--- config.mk ---
export PLATFORM = sky130hd
export DESIGN_NAME = dda_scaler_stepper
export DESIGN_NICKNAME = d
export VERILOG_FILES = /design/src/rtl/dda_scaler_pkg.sv /design/src/rtl/dda_divider.sv /design/src/rtl/dda_axis.sv /design/src/rtl/dda_scaler_stepper.sv
export SDC_FILE = /design/constraint.sdc
export NUM_CORES = 1
export LEC_CHECK = 0
export ABC_AREA = 1
export BUFFER_PORTS_ARGS = -buffer_cell sky130_fd_sc_hd__clkbuf_2
export CAP_MARGIN = 30
export CORE_UTILIZATION = 45
export CTS_BUF_LIST = sky130_fd_sc_hd__clkbuf_4
export CTS_CLUSTER_DIAMETER = 60
export CTS_CLUSTER_SIZE = 16
export DETAILED_ROUTE_END_ITERATION = 12
export MAX_ROUTING_LAYER = met4
export PLACE_DENSITY = 0.76
export SYNTH_ARGS = -nofsm -noshare
export SYNTH_HDL_FRONTEND = slang
export SYNTH_SLANG_ARGS = --single-unit
export TNS_END_PERCENT = 20
--- constraint.sdc ---
create_clock -name clk -period 7.6 [get_ports clk]
set_input_delay 1.14 -clock clk [delete_from_list [all_inputs] [get_ports clk]]
set_output_delay 1.14 -clock clk [all_outputs]
set_load 0.05 [all_outputs]
--- src/rtl/dda_scaler_pkg.sv ---
package dda_scaler_pkg;
    typedef enum logic [1:0] {
        ST_IDLE  = 2'd0,
        ST_CALC  = 2'd1,
        ST_RUN   = 2'd2,
        ST_FAULT = 2'd3
    } stepper_state_e;

    localparam int FRAC_BITS = 12;
    localparam int DEPTH_W   = 6;
endpackage

--- src/rtl/dda_divider.sv ---
module dda_divider #(
    parameter int NW = 24,
    parameter int DW = 12
) (
    input  logic          clk,
    input  logic          rst_n,
    input  logic          start_i,
    input  logic [NW-1:0] dividend_i,
    input  logic [DW-1:0] divisor_i,
    output logic          busy_o,
    output logic [NW-1:0] quot_o
);
    localparam int CNTW = $clog2(NW + 1);

    logic [DW:0]     rem_q;
    logic [NW-1:0]   quo_q;
    logic [DW-1:0]   dvs_q;
    logic [CNTW-1:0] cnt_q;
    logic            busy_q;
    logic [DW:0]     trial;
    logic            fits;

    // restoring division: one quotient bit per cycle
    assign trial = {rem_q[DW-1:0], quo_q[NW-1]};
    assign fits  = trial >= {1'b0, dvs_q};

    always_ff @(posedge clk or negedge rst_n) begin
        if (!rst_n) begin
            rem_q  <= '0;
            quo_q  <= '0;
            dvs_q  <= '0;
            cnt_q  <= '0;
            busy_q <= 1'b0;
        end else if (start_i) begin
            rem_q  <= '0;
            quo_q  <= dividend_i;
            dvs_q  <= divisor_i;
            cnt_q  <= CNTW'(NW);
            busy_q <= 1'b1;
        end else if (busy_q) begin
            if (fits) begin
                rem_q <= trial - {1'b0, dvs_q};
                quo_q <= {quo_q[NW-2:0], 1'b1};
            end else begin
                rem_q <= trial;
                quo_q <= {quo_q[NW-2:0], 1'b0};
            end
            cnt_q <= cnt_q - 1'b1;
            if (cnt_q == CNTW'(1)) busy_q <= 1'b0;
        end
    end

    assign busy_o = busy_q;
    assign quot_o = quo_q;
endmodule

--- src/rtl/dda_axis.sv ---
module dda_axis #(
    parameter int CW   = 12,
    parameter int FRAC = 12
) (
    input  logic               clk,
    input  logic               rst_n,
    input  logic               clear_i,
    input  logic               adv_i,
    input  logic [CW+FRAC-1:0] step_i,
    input  logic [CW-1:0]      size_i,
    output logic [CW-1:0]      coord_o
);
    localparam int SW = CW + FRAC;

    logic [SW-1:0] acc_q;
    logic [SW:0]   sum;
    logic [CW-1:0] int_part;
    logic [CW-1:0] limit;

    assign sum = {1'b0, acc_q} + {1'b0, step_i};

    always_ff @(posedge clk or negedge rst_n) begin
        if (!rst_n)       acc_q <= '0;
        else if (clear_i) acc_q <= '0;
        else if (adv_i)   acc_q <= sum[SW] ? '1 : sum[SW-1:0];
    end

    assign int_part = acc_q[SW-1:FRAC];
    assign limit    = (size_i == '0) ? '0 : size_i - 1'b1;
    assign coord_o  = (int_part > limit) ? limit : int_part;
endmodule

--- src/rtl/dda_scaler_stepper.sv ---
module dda_scaler_stepper
    import dda_scaler_pkg::*;
#(
    parameter int CW = 12,
    parameter int AW = 32
) (
    input  logic                   clk,
    input  logic                   rst_n,
    input  logic                   load_i,
    input  logic [CW-1:0]          src_w_i,
    input  logic [CW-1:0]          src_h_i,
    input  logic [CW-1:0]          out_w_i,
    input  logic [CW-1:0]          out_h_i,
    input  logic [AW-1:0]          base_addr_i,
    input  logic [DEPTH_W-1:0]     depth_i,
    input  logic                   frame_start_i,
    input  logic                   line_start_i,
    input  logic                   pix_adv_i,
    output logic                   busy_o,
    output logic                   ready_o,
    output logic                   cfg_err_o,
    output logic                   expand_o,
    output logic [CW+FRAC_BITS-1:0] h_step_o,
    output logic [CW+FRAC_BITS-1:0] v_step_o,
    output logic [CW-1:0]          src_x_o,
    output logic [CW-1:0]          src_y_o,
    output logic [AW-1:0]          addr_o
);
    localparam int SW = CW + FRAC_BITS;

    stepper_state_e state_q, state_d;

    logic          depth_ok;
    logic          run;
    logic [CW-1:0] cfg_w_q, cfg_h_q;
    logic [AW-1:0] base_q;
    logic [DEPTH_W-1:0] depth_q;
    logic [SW-1:0] step_q [2];
    logic [SW-1:0] quot_w [2];
    logic          div_busy [2];
    logic [CW-1:0] src_sz [2];
    logic [CW-1:0] out_sz [2];
    logic [CW-1:0] cfg_sz [2];
    logic [CW-1:0] coord [2];
    logic          adv [2];
    logic          clr [2];
    logic          divs_idle;
    logic [AW-1:0] bytes_pp;
    logic [AW-1:0] stride;

    assign depth_ok  = (depth_i == DEPTH_W'(32)) || (depth_i == DEPTH_W'(16));
    assign run       = (state_q == ST_RUN);
    assign divs_idle = !div_busy[0] && !div_busy[1];

    assign src_sz[0] = src_w_i;
    assign src_sz[1] = src_h_i;
    assign out_sz[0] = out_w_i;
    assign out_sz[1] = out_h_i;
    assign cfg_sz[0] = cfg_w_q;
    assign cfg_sz[1] = cfg_h_q;

    // strobe decode: axis 0 follows pixels, axis 1 follows lines
    assign adv[0] = run && pix_adv_i;
    assign clr[0] = load_i || (run && (line_start_i || frame_start_i));
    assign adv[1] = run && line_start_i && !frame_start_i;
    assign clr[1] = load_i || (run && frame_start_i);

    for (genvar a = 0; a < 2; a++) begin : g_axis
        logic [CW-1:0] dvs;
        assign dvs = (out_sz[a] <= CW'(1)) ? CW'(1) : out_sz[a] - 1'b1;

        dda_divider #(.NW(SW), .DW(CW)) u_div (
            .clk        (clk),
            .rst_n      (rst_n),
            .start_i    (load_i && depth_ok),
            .dividend_i ({src_sz[a], {FRAC_BITS{1'b0}}}),
            .divisor_i  (dvs),
            .busy_o     (div_busy[a]),
            .quot_o     (quot_w[a])
        );

        dda_axis #(.CW(CW), .FRAC(FRAC_BITS)) u_acc (
            .clk     (clk),
            .rst_n   (rst_n),
            .clear_i (clr[a]),
            .adv_i   (adv[a]),
            .step_i  (step_q[a]),
            .size_i  (cfg_sz[a]),
            .coord_o (coord[a])
        );
    end

    // state register
    always_ff @(posedge clk or negedge rst_n) begin
        if (!rst_n) state_q <= ST_IDLE;
        else        state_q <= state_d;
    end

    // next-state logic
    always_comb begin
        state_d = state_q;
        unique case (state_q)
            ST_IDLE, ST_RUN, ST_FAULT: begin
                if (load_i) state_d = depth_ok ? ST_CALC : ST_FAULT;
            end
            ST_CALC: begin
                if (load_i)         state_d = depth_ok ? ST_CALC : ST_FAULT;
                else if (divs_idle) state_d = ST_RUN;
            end
            default: state_d = ST_IDLE;
        endcase
    end

    // configuration and step capture
    always_ff @(posedge clk or negedge rst_n) begin
        if (!rst_n) begin
            cfg_w_q   <= '0;
            cfg_h_q   <= '0;
            base_q    <= '0;
            depth_q   <= '0;
            step_q[0] <= '0;
            step_q[1] <= '0;
        end else begin
            if (load_i) begin
                cfg_w_q <= src_w_i;
                cfg_h_q <= src_h_i;
                base_q  <= base_addr_i;
                depth_q <= depth_i;
            end
            if (state_q == ST_CALC && !load_i && divs_idle) begin
                step_q[0] <= quot_w[0];
                step_q[1] <= quot_w[1];
            end
        end
    end

    // outputs
    assign bytes_pp = (depth_q == DEPTH_W'(32)) ? AW'(4) : AW'(2);
    assign stride   = AW'(cfg_w_q) * bytes_pp;

    always_comb begin
        busy_o    = (state_q == ST_CALC);
        ready_o   = (state_q == ST_RUN);
        cfg_err_o = (state_q == ST_FAULT);
        expand_o  = (depth_q < DEPTH_W'(24));
        h_step_o  = step_q[0];
        v_step_o  = step_q[1];
        src_x_o   = coord[0];
        src_y_o   = coord[1];
        addr_o    = base_q + AW'(coord[1]) * stride + AW'(coord[0]) * bytes_pp;
    end
endmodule

### Word-level counts from Yosys, hierarchy flattened

Cells that the tools add are included.

* word-level logic and storage cells: 117
* register bits after elaboration: 268
* output and inout port bits: 108
* bits of input ports: 92

* add/subtract/negate cells: 12
* reductions and logical operators: 26
* multiplexer cells: 40
* eq/ne operators: 10
* $mul: 3
* magnitude comparators: 7

Operator list (count)
* $mux 24: 10
* $mux 12: 12
* $add 24x24->25: 2
* $sub 12x1->12 const B: 4
* $add 32x15->32: 1
* $add 32x27->32: 1
* $mul 12x3->15: 2
* $mul 12x15->27: 1
* $ge 13x12->1: 2
* $gt 12x12->1: 2
* $le 12x1->1 const B: 2
* $logic_not 12->1: 2
* $sub 12x12->12: 2
* $mux 5: 4
* $eq 6x6->1 const B: 2
* $eq 5x1->1 const B: 2
* $sub 5x1->5 const B: 2
* $logic_and 1x1->1: 9
* $mux 1: 8
* $mux 2: 4
* $reduce_bool 2->1: 4
* $eq 6x5->1 const B: 1
* $lt 6x5->1 const B: 1
* $eq 2x2->1 const B: 2
* other kinds (10): 16

### Logic depth before layout (Yosys ltp)

Gate-level depths: netlist (run 1).

* depth after elaboration: 7
* depth in mapped cells: 47
* mapped depth without buffers: 44

### By module

Synthesis (run 1) repeated with hierarchy kept, for this count alone.

* cells, all modules: 3800
* area, all modules: 27097.2 um2

By module, submodules not included
* dda_scaler_stepper: area each 13551.7 um2, times used 1, cells an instance 1736, sequential area each 2802.7 um2
* dda_axis: area each 3565.9 um2, times used 2, cells an instance 620, sequential area each 600.6 um2
* dda_divider: area each 3206.8 um2, times used 2, cells an instance 412, sequential area each 1351.3 um2

### Worst setup path after synthesis (run 1)

No wires, ideal clock.

* path type: register to output
* start: register cfg_h_q[0]
* end: output addr_o[22]
* cell stages (with the launch flop): 39
* arrival time: 7.758 ns
* path slack: -1.298 ns
* cells stage by stage: dfrtp_1 inv_1 ha_1 inv_2 nor2_4 nand2_4 nor3_4 nand3_2 buf_6 o21ai_2 ha_1 nand2_1 o21bai_1 nand2_1 nand2_1 nand3_1 nand2_1 inv_2 [... 3 more ...] inv_2 nand2_1 fa_1 inv_1 fa_1 fa_1 fa_1 fa_1 inv_1 fa_1 inv_1 ha_1 a21oi_1 a21boi_0 o21ai_0 nand2_1 nand3_1 xor2_1

* word-level cells in the longest chain between the ends: 7
* elaborated cells between the ends (all ways): 8
* those cells by class: add/sub (3); mul (1); order compare (1); mux (2); reduce/logical (1)

Ends and longest elaborated chain
* from (decl): line dda_scaler_stepper.sv:35 `logic [CW-1:0] cfg_w_q, cfg_h_q;`
* from (signal assigned): line dda_scaler_stepper.sv:126 `cfg_h_q <= src_h_i;`
* $sub 12x1->12 / $logic_not 12->1 (equally long branches): line dda_axis.sv:29 `assign limit = (size_i == '0) ? '0 : size_i - 1'b1;`
* $mux 12 (*): line dda_axis.sv:29
* $gt 12x12->1: line dda_axis.sv:30 `assign coord_o = (int_part > limit) ? limit : int_part;`
* $mux 12 (*): line dda_axis.sv:30
* via src_y_o[6]: line dda_scaler_stepper.sv:26 `output logic [CW-1:0] src_y_o,`
* $mul 12x15->27 (*): line dda_scaler_stepper.sv:150 `addr_o = base_q + AW'(coord[1]) * stride + AW'(coord[0]) * bytes_pp;`
* $add 32x27->32 (*): line dda_scaler_stepper.sv:150
* $add 32x15->32 (*): line dda_scaler_stepper.sv:150
* to (decl): line dda_scaler_stepper.sv:27 `output logic [AW-1:0] addr_o`

The timed path passes the listed nets; every way through them passes the cells marked *.

### Worst setup path after layout (run 1)

* start: register cfg_h_q[0]
* end: output addr_o[21]

* word-level cells in the longest chain between the ends: 7
* elaborated cells between the ends (all ways): 8
* those cells by class: add/sub (3); mul (1); order compare (1); mux (2); reduce/logical (1)

Ends and longest elaborated chain (line)
* $sub 12x1->12 / $logic_not 12->1 (equally long branches): dda_axis.sv:29
* $mux 12 (*): dda_axis.sv:29
* $gt 12x12->1: dda_axis.sv:30
* $mux 12 (*): dda_axis.sv:30
* $mul 12x15->27 (*): dda_scaler_stepper.sv:150
* $add 32x27->32 (*): dda_scaler_stepper.sv:150
* $add 32x15->32 (*): dda_scaler_stepper.sv:150

Mark *: on every way between the ends. The rest lies on a longest branch, timed or not.

==> impl_metrics.json, run 1 <==
{
  "status": "finished, violations left",
  "violations": "setup timing",
  "root_buffer": "clkbuf_4",
  "std_cell_rows": 87,
  "drt_iter0_drc": 1279,
  "die_w_microns": 242,
  "vias_per_cell": 5.04,
  "core_sq_um": 56700,
  "synth-edff-count": 0,
  "drc": 0,
  "h-tree-depth": 2,
  "synth-main-ff-cell": "dfrtp_1",
  "layout_setup_ws_ns": -1.74,
  "cp_data_required_time_ns": 6.46,
  "leakage_nw": 18.2,
  "netlist_area_sq_um": 26000,
  "yosysSeqAreaShare_pct": 25.8,
  "grt_pass1_vias": 24800,
  "finalClockSkew_ns": 0.0506,
  "critPathLaunchType": "register",
  "cpMaxStageDelayCell": "fa_1",
  "ff2ff_setup_slack_ns": 4.40,
  "routed_wl_microns": 76300,
  "vias": 24900,
  "die_area_sq_um": 58800,
  "crit_type": "register to primary output",
  "grt_pass1_wl_microns": 124000,
  "ir_worst_vdd_mv": 0.210,
  "maxCapViolations": 0,
  "fin_cells": 4939,
  "min_period_ns": 9.34,
  "grt_max_degree": 106,
  "critical_path_arrival_ns": 8.20,
  "antenna_found_initial": 2,
  "chipHeight_microns": 242,
  "portBuffers": 199,
  "dr.pass1.iters": 5,
  "drive_gt1_share_pct": 21.5,
  "place_congestion": 0.964,
  "critPathMaxStageDelay_ns": 0.54,
  "crit_path_frequent_cell": "fa_1",
  "synth_top_cell_by_area": "dfrtp_1",
  "yosysTopAreaCellShare_pct": 25.8,
  "start_util_pct": 45.9,
  "syn_to_final_growth_pct": 25.8,
  "fin_nets": 4628,
  "clock-sinks": 268,
  "fmax_mhz": 107,
  "worst_pin_slew_ns": 1.02,
  "setup_viol": 28,
  "hp-class": "input pin to async pin",
  "end_kind": "primary output",
  "synth_seq_cells": 268,
  "antenna_left": 0,
  "drv_slew": 0,
  "cts_buffers": 34,
  "powerDensity_nw_per_um2": 198,
  "synth_area_leaders": "dfrtp_1, nand2_1, fa_1",
  "synth_cells": 3649,
  "grt_usage_pct": 26.8,
  "max_slew_margin_pct": 32.1,
  "finalHoldViolations": 0,
  "rsz0062_at_grt": "true",
  "synthArstFlopShare_pct": 100,
  "wl_per_cell_microns": 15.5,
  "insertion_delay_ns": 0.80,
  "cts_tree": "yes",
  "cp_max_fo": 7,
  "yosysWarnings": 0,
  "cts_buffer_depth": 3,
  "synthDistinctLibCells": 51,
  "timing.final.crit_share_pct": 123,
  "clkSlewWorstSetupHoldPaths_ns": 0.15,
  "ios": 200,
  "gr-total-overflow": 0,
  "dp_cells": 4839,
  "dpl.hpwl_microns": 59900,
  "final_util_pct": 57.7,
  "syn_avg_cell_area_sq_um": 7.13
}
==> kinds of logic (layout without fill, tap and decap cells) <==
family / after synthesis / in the layout / synth area share (%)
DFF: 268 / 268 / 25.8
and+or+nand+nor: 1736 / 1738 / 27.9
buffers and inverters: 802 / 1310 / 12.0
AOI/OAI and AO/OA: 381 / 381 / 8.29
adders and majority gates: 381 / 381 / 23.3
xor gates and xnor gates: 79 / 79 / 2.75
other: 2 / 26 / 0.0289
==> per-stage QoR <==
| stage | hold slack, ns | power, mW | TNS (ns) | area [sq um] | setup slack (ns) |
|---|---|---|---|---|---|
| after detailed placement | 0.464 | 5.27 | -24.12 | 30800 | -1.08 |
| after global routing | 0.439 | 6.97 | -55.42 | 32700 | -2.19 |
| after global placement | 0.455 | 5.21 | -20.46 | 30800 | -0.901 |
| after floorplan | 0.443 | 4.14 | -16.99 | 26700 | -0.745 |
| after CTS | 0.391 | 6.37 | -42.72 | 32100 | -1.68 |
| final | 0.427 | 6.47 | -43.90 | 32700 | -1.74 |
==> cells in the mapped netlist, drive strengths merged, types with 2 or more instances <==
master	instances
nor4	4
nor3	24
clkinv	3
nand2	1133
o22ai	46
and2	3
o21ai	187
nand3b	6
o221ai	24
o21a	3
a21o	6
nand4	56
nand3	213
xnor2	21
xor2	58
conb	2
a41oi	2
dfrtp	268
nor2	296
a21oi	97
fa	172
ha	209
buf	45
o21bai	8
inv	719
clkbuf	35
a31oi	2
==> placed cells by master, fill, tap and decap left out, types with 9 or more instances in the layout <==
cell type / synthesis / final
nand2_1: 1107 / 1041
inv_1: 700 / 674
buf_4: 2 / 304
dfrtp_1: 268 / 268
nor2_1: 282 / 248
nand3_1: 200 / 191
ha_1: 209 / 184
clkbuf_2: 1 / 168
fa_1: 172 / 160
o21ai_0: 172 / 158
a21oi_1: 94 / 76
nand4_1: 56 / 56
nand2_2: 17 / 55
o22ai_1: 46 / 46
xor2_1: 55 / 40
nand2_4: 9 / 38
clkbuf_4: 0 / 36
inv_2: 19 / 34
nor2_2: 13 / 34
buf_12: 0 / 31
o221ai_1: 24 / 24
conb_1: 2 / 23
ha_4: 0 / 23
o21ai_1: 14 / 17
xnor2_1: 21 / 17
buf_6: 8 / 16
nor3_1: 22 / 15
nor2_4: 1 / 14
xor2_4: 0 / 14
a21oi_2: 3 / 13
nand3_2: 10 / 13
fa_2: 0 / 12
inv_6: 0 / 11
o21ai_2: 1 / 10
nand3_4: 3 / 9
==> critical path: cells and delay by family, from the launching register on <==
kind,cells,cell delay [ns]
flops,1,0.41
simple gates,14,1.40
compound gates,5,0.58
buf+inv,13,1.19
fa+ha+maj,9,3.66
xor+xnor,1,0.21
==> registers in the layout, summed over array words and instances (netlist names) <==
signal	flops
g_axis.u_acc.acc_q	48
g_axis.u_div.cnt_q	10
v_step_o	24
base_q	32
cfg_h_q	12
state_q	2
g_axis.u_div.busy_o	2
cfg_w_q	12
g_axis.u_div.rem_q	24
depth_q	6
g_axis.u_div.dvs_q	24
h_step_o	24
g_axis.u_div.quot_o	48
==> routing by layer <==
| layer | share of wire (%) | GRT usage, % | vias up |
|---|---|---|---|
| met5 | 0 | - | - |
| met3 | 5.0 | 2.68 | 170 |
| met4 | 3.5 | 8.21 | 0 |
| li1 | - | - | 12300 |
| met2 | 49 | 45.4 | 689 |
| met1 | 43 | 33.7 | 11700 |
==> power breakdown <==
group	leakage, nW	switching [mW]	internal (mW)	total [mW]
clock network	0.276	0.633	0.314	0.947
logic	14.5	2.20	1.43	3.63
registers	3.46	0.175	1.72	1.89
total	18.2	3.01	3.46	6.47
==> area by class of cell <==
cell class | count | area [sq um]
Sequential cell | 268 | 6710
Multi-Input combinational cell | 2602 | 17700
Fill cell | 5117 | 24000
Clock buffer | 36 | 270
Inverter | 722 | 2760
Timing Repair Buffer | 527 | 4060
Clock inverter | 25 | 240
Tap cell | 756 | 946
Antenna cell | 3 | 7.51
==> path summary, 6_finish.rpt <==
| kind | startpoint | endpoint | cells after the start |
|---|---|---|---|
| min in group clk | depth_q[0] | depth_q[0] | 2 |
| setup / recovery | cfg_h_q[0] | addr_o[21] | 42 |
| hold / removal | rst_n | v_step_o[2] | 1 |
| hold reg to reg | depth_q[0] | depth_q[0] | 2 |
| max in group asynchronous | rst_n | cfg_w_q[7] | 2 |
| setup reg to reg | g_axis[1].u_div.rem_q[5] | g_axis[1].u_div.rem_q[11] | 9 |
==> repair_timing <==
item / in CTS / in global routing
hold buffers: 0 / 0
pin swaps: 97 / 68
resized for setup: 157 / 111
cloned: 2 / 0
endpoints found under the setup margin: 28 / 29
buffers inserted: 14 / 19
(Power assumes the default switching activity.)
==> run 2: changes to the inputs <==
CORE_UTILIZATION = 58   (was 45)
PLACE_DENSITY = 0.91   (was 0.76)
==> impl_metrics.json, run 2 (synthesized netlist as in run 1, its figures left out) <==
{
  "status": "finished, violations left",
  "violations": "setup timing",
  "h-tree-depth": 1,
  "cp_data_required_time_ns": 6.46,
  "ir_worst_vdd_mv": 0.206,
  "max_slew_margin_pct": 31.2,
  "finalHoldViolations": 0,
  "crit_path_frequent_cell": "nand2_4",
  "fin_nets": 4634,
  "cts_buffer_depth": 3,
  "wl_per_cell_microns": 17.5,
  "end_kind": "primary output",
  "clkSlewWorstSetupHoldPaths_ns": 0.15,
  "routed_wl_microns": 83800,
  "multiInputGateArea_sq_um": 17700,
  "worst_pin_slew_ns": 1.03,
  "cts_buffers": 30,
  "rsz0062_at_grt": "true",
  "total_power_mw": 6.58,
  "clockPowerShare_pct": 13.9,
  "antenna_left": 0,
  "critical_path_arrival_ns": 8.88,
  "dpl.hpwl_microns": 60500,
  "p_int_mw": 3.44,
  "mostFrequentLayoutCells": "nand2_1, inv_1, buf_4, dfrtp_1, nor2_1",
  "r2r-end": "g_axis[1].u_div.rem_q[11]",
  "die_area_sq_um": 45700,
  "ff2ff_setup_slack_ns": 4.41,
  "finalClockSkew_ns": 0.0657,
  "gr-total-overflow": 0,
  "hold_ws_ns": 0.238,
  "hp-class": "input pin to async pin",
  "core_sq_um": 44200,
  "grt_usage_pct": 36.1,
  "chipHeight_microns": 214,
  "dr.pass1.iters": 6,
  "fmax_mhz": 99.8,
  "leakage_nw": 18.2,
  "p_comb_share_pct": 57.2,
  "drv_slew": 0,
  "maxCapViolations": 0,
  "layout_setup_ws_ns": -2.42,
  "rr_startpoint": "g_axis[1].u_div.rem_q[5]",
  "swShare_pct": 47.7,
  "final_area_sq_um": 32500,
  "post_dp_cell_area_sq_um": 30600,
  "cpMaxStageDelayCell": "fa_1",
  "ios": 200,
  "die_w_microns": 214,
  "crit_type": "register to primary output",
  "drc": 0,
  "drt_iter0_drc": 2627,
  "std_cell_rows": 77,
  "critPathLaunchType": "register",
  "p_sw_mw": 3.14,
  "holdBufCountCts": 0,
  "reg2reg_depth": 9,
  "timing.final.crit_share_pct": 132,
  "vias_per_cell": 5.55,
  "root_buffer": "clkbuf_4",
  "cts_tree": "yes",
  "syn_to_final_growth_pct": 25.0,
  "place_congestion": 1.01,
  "p_seq_share_pct": 28.8,
  "insertion_delay_ns": 0.89,
  "drive_gt1_share_pct": 21.5,
  "powerDensity_nw_per_um2": 202,
  "layout_commonest_cell": "nand2_1",
  "start_util_pct": 58.8,
  "antenna_found_initial": 7,
  "num-fill-cells": 3238,
  "clock-sinks": 268,
  "setup_viol": 28,
  "grt_pass1_wl_microns": 126000,
  "grt_max_degree": 186,
  "grt_pass1_vias": 25400,
  "min_period_ns": 10.02,
  "cp_max_fo": 8,
  "portBuffers": 199,
  "critPathMaxStageDelay_ns": 0.65,
  "vias": 26500,
  "seq_area_sq_um": 6710
}
-- run 2: final cells by class --
cell class | instances | area share (%)
antenna | 8 | 0.0616
tap | 592 | 2.28
timing repair buffer | 539 | 12.6
multi-input combinational | 2600 | 54.5
sequential | 268 | 20.6
clock buffer | 31 | 0.716
clock inverter | 19 | 0.724
inverter | 722 | 8.49
-- run 2: what timing repair did --
item / in CTS / in global routing
endpoints found under the setup margin: 29 / 29
gates resized for setup: 159 / 119
buffers inserted: 15 / 28
endpoints found under the hold margin: 0 / 0
pin swaps: 64 / 103
-- run 2: worst max-delay path by stage --
stage | startpoint | endpoint | depth (start not counted)
finish | cfg_h_q[0] | addr_o[29] | 42
global route | cfg_h_q[0] | addr_o[29] | 42
CTS | cfg_h_q[1] | addr_o[25] | 44
detailed placement | cfg_h_q[1] | addr_o[31] | 39
global placement | cfg_h_q[0] | addr_o[28] | 39
floorplan | cfg_h_q[0] | addr_o[30] | 44
-- run 2: through the flow --
stage	util [%]	std cells	worst slack [ns]	TNS, ns
final	73.5	4779	-2.42	-57.00
after detailed placement	69.1	4676	-1.27	-28.71
after floorplan	-	3670	-0.745	-16.99
after global placement	69.1	4676	-1.09	-22.54
after global routing	73.5	4778	-2.60	-63.08
after CTS	71.8	4741	-1.81	-44.85
-- run 2: power groups by stage --
stage                     sequential (mW)  clock [mW]  combinational, mW
after floorplan                      1.92           0               2.22
after global placement               1.91           0               3.27
after detailed placement             1.92           0               3.35
after CTS                            1.89       0.922               3.54
after global routing                 1.92       0.977               4.08
final                                1.90       0.917               3.77
-- run 2: worst max-delay path, delay by kind of cell, from the launching register on --
family / cells / cell delay (ns)
flip-flops: 1 / 0.43
buffers and inverters: 13 / 1.43
AND/OR/NAND/NOR: 19 / 2.23
adder cells (fa/ha/maj): 9 / 3.79
AO/OA/AOI/OAI: 1 / 0.07
-- run 2: per-layer routing --
metal,track usage (%),vias up,share of wire [%]
li1,-,12300,-
met1,45.3,12400,39
met2,57.2,1347,46
met3,6.17,397,8.5
met4,16.3,0,6.1
met5,-,-,0
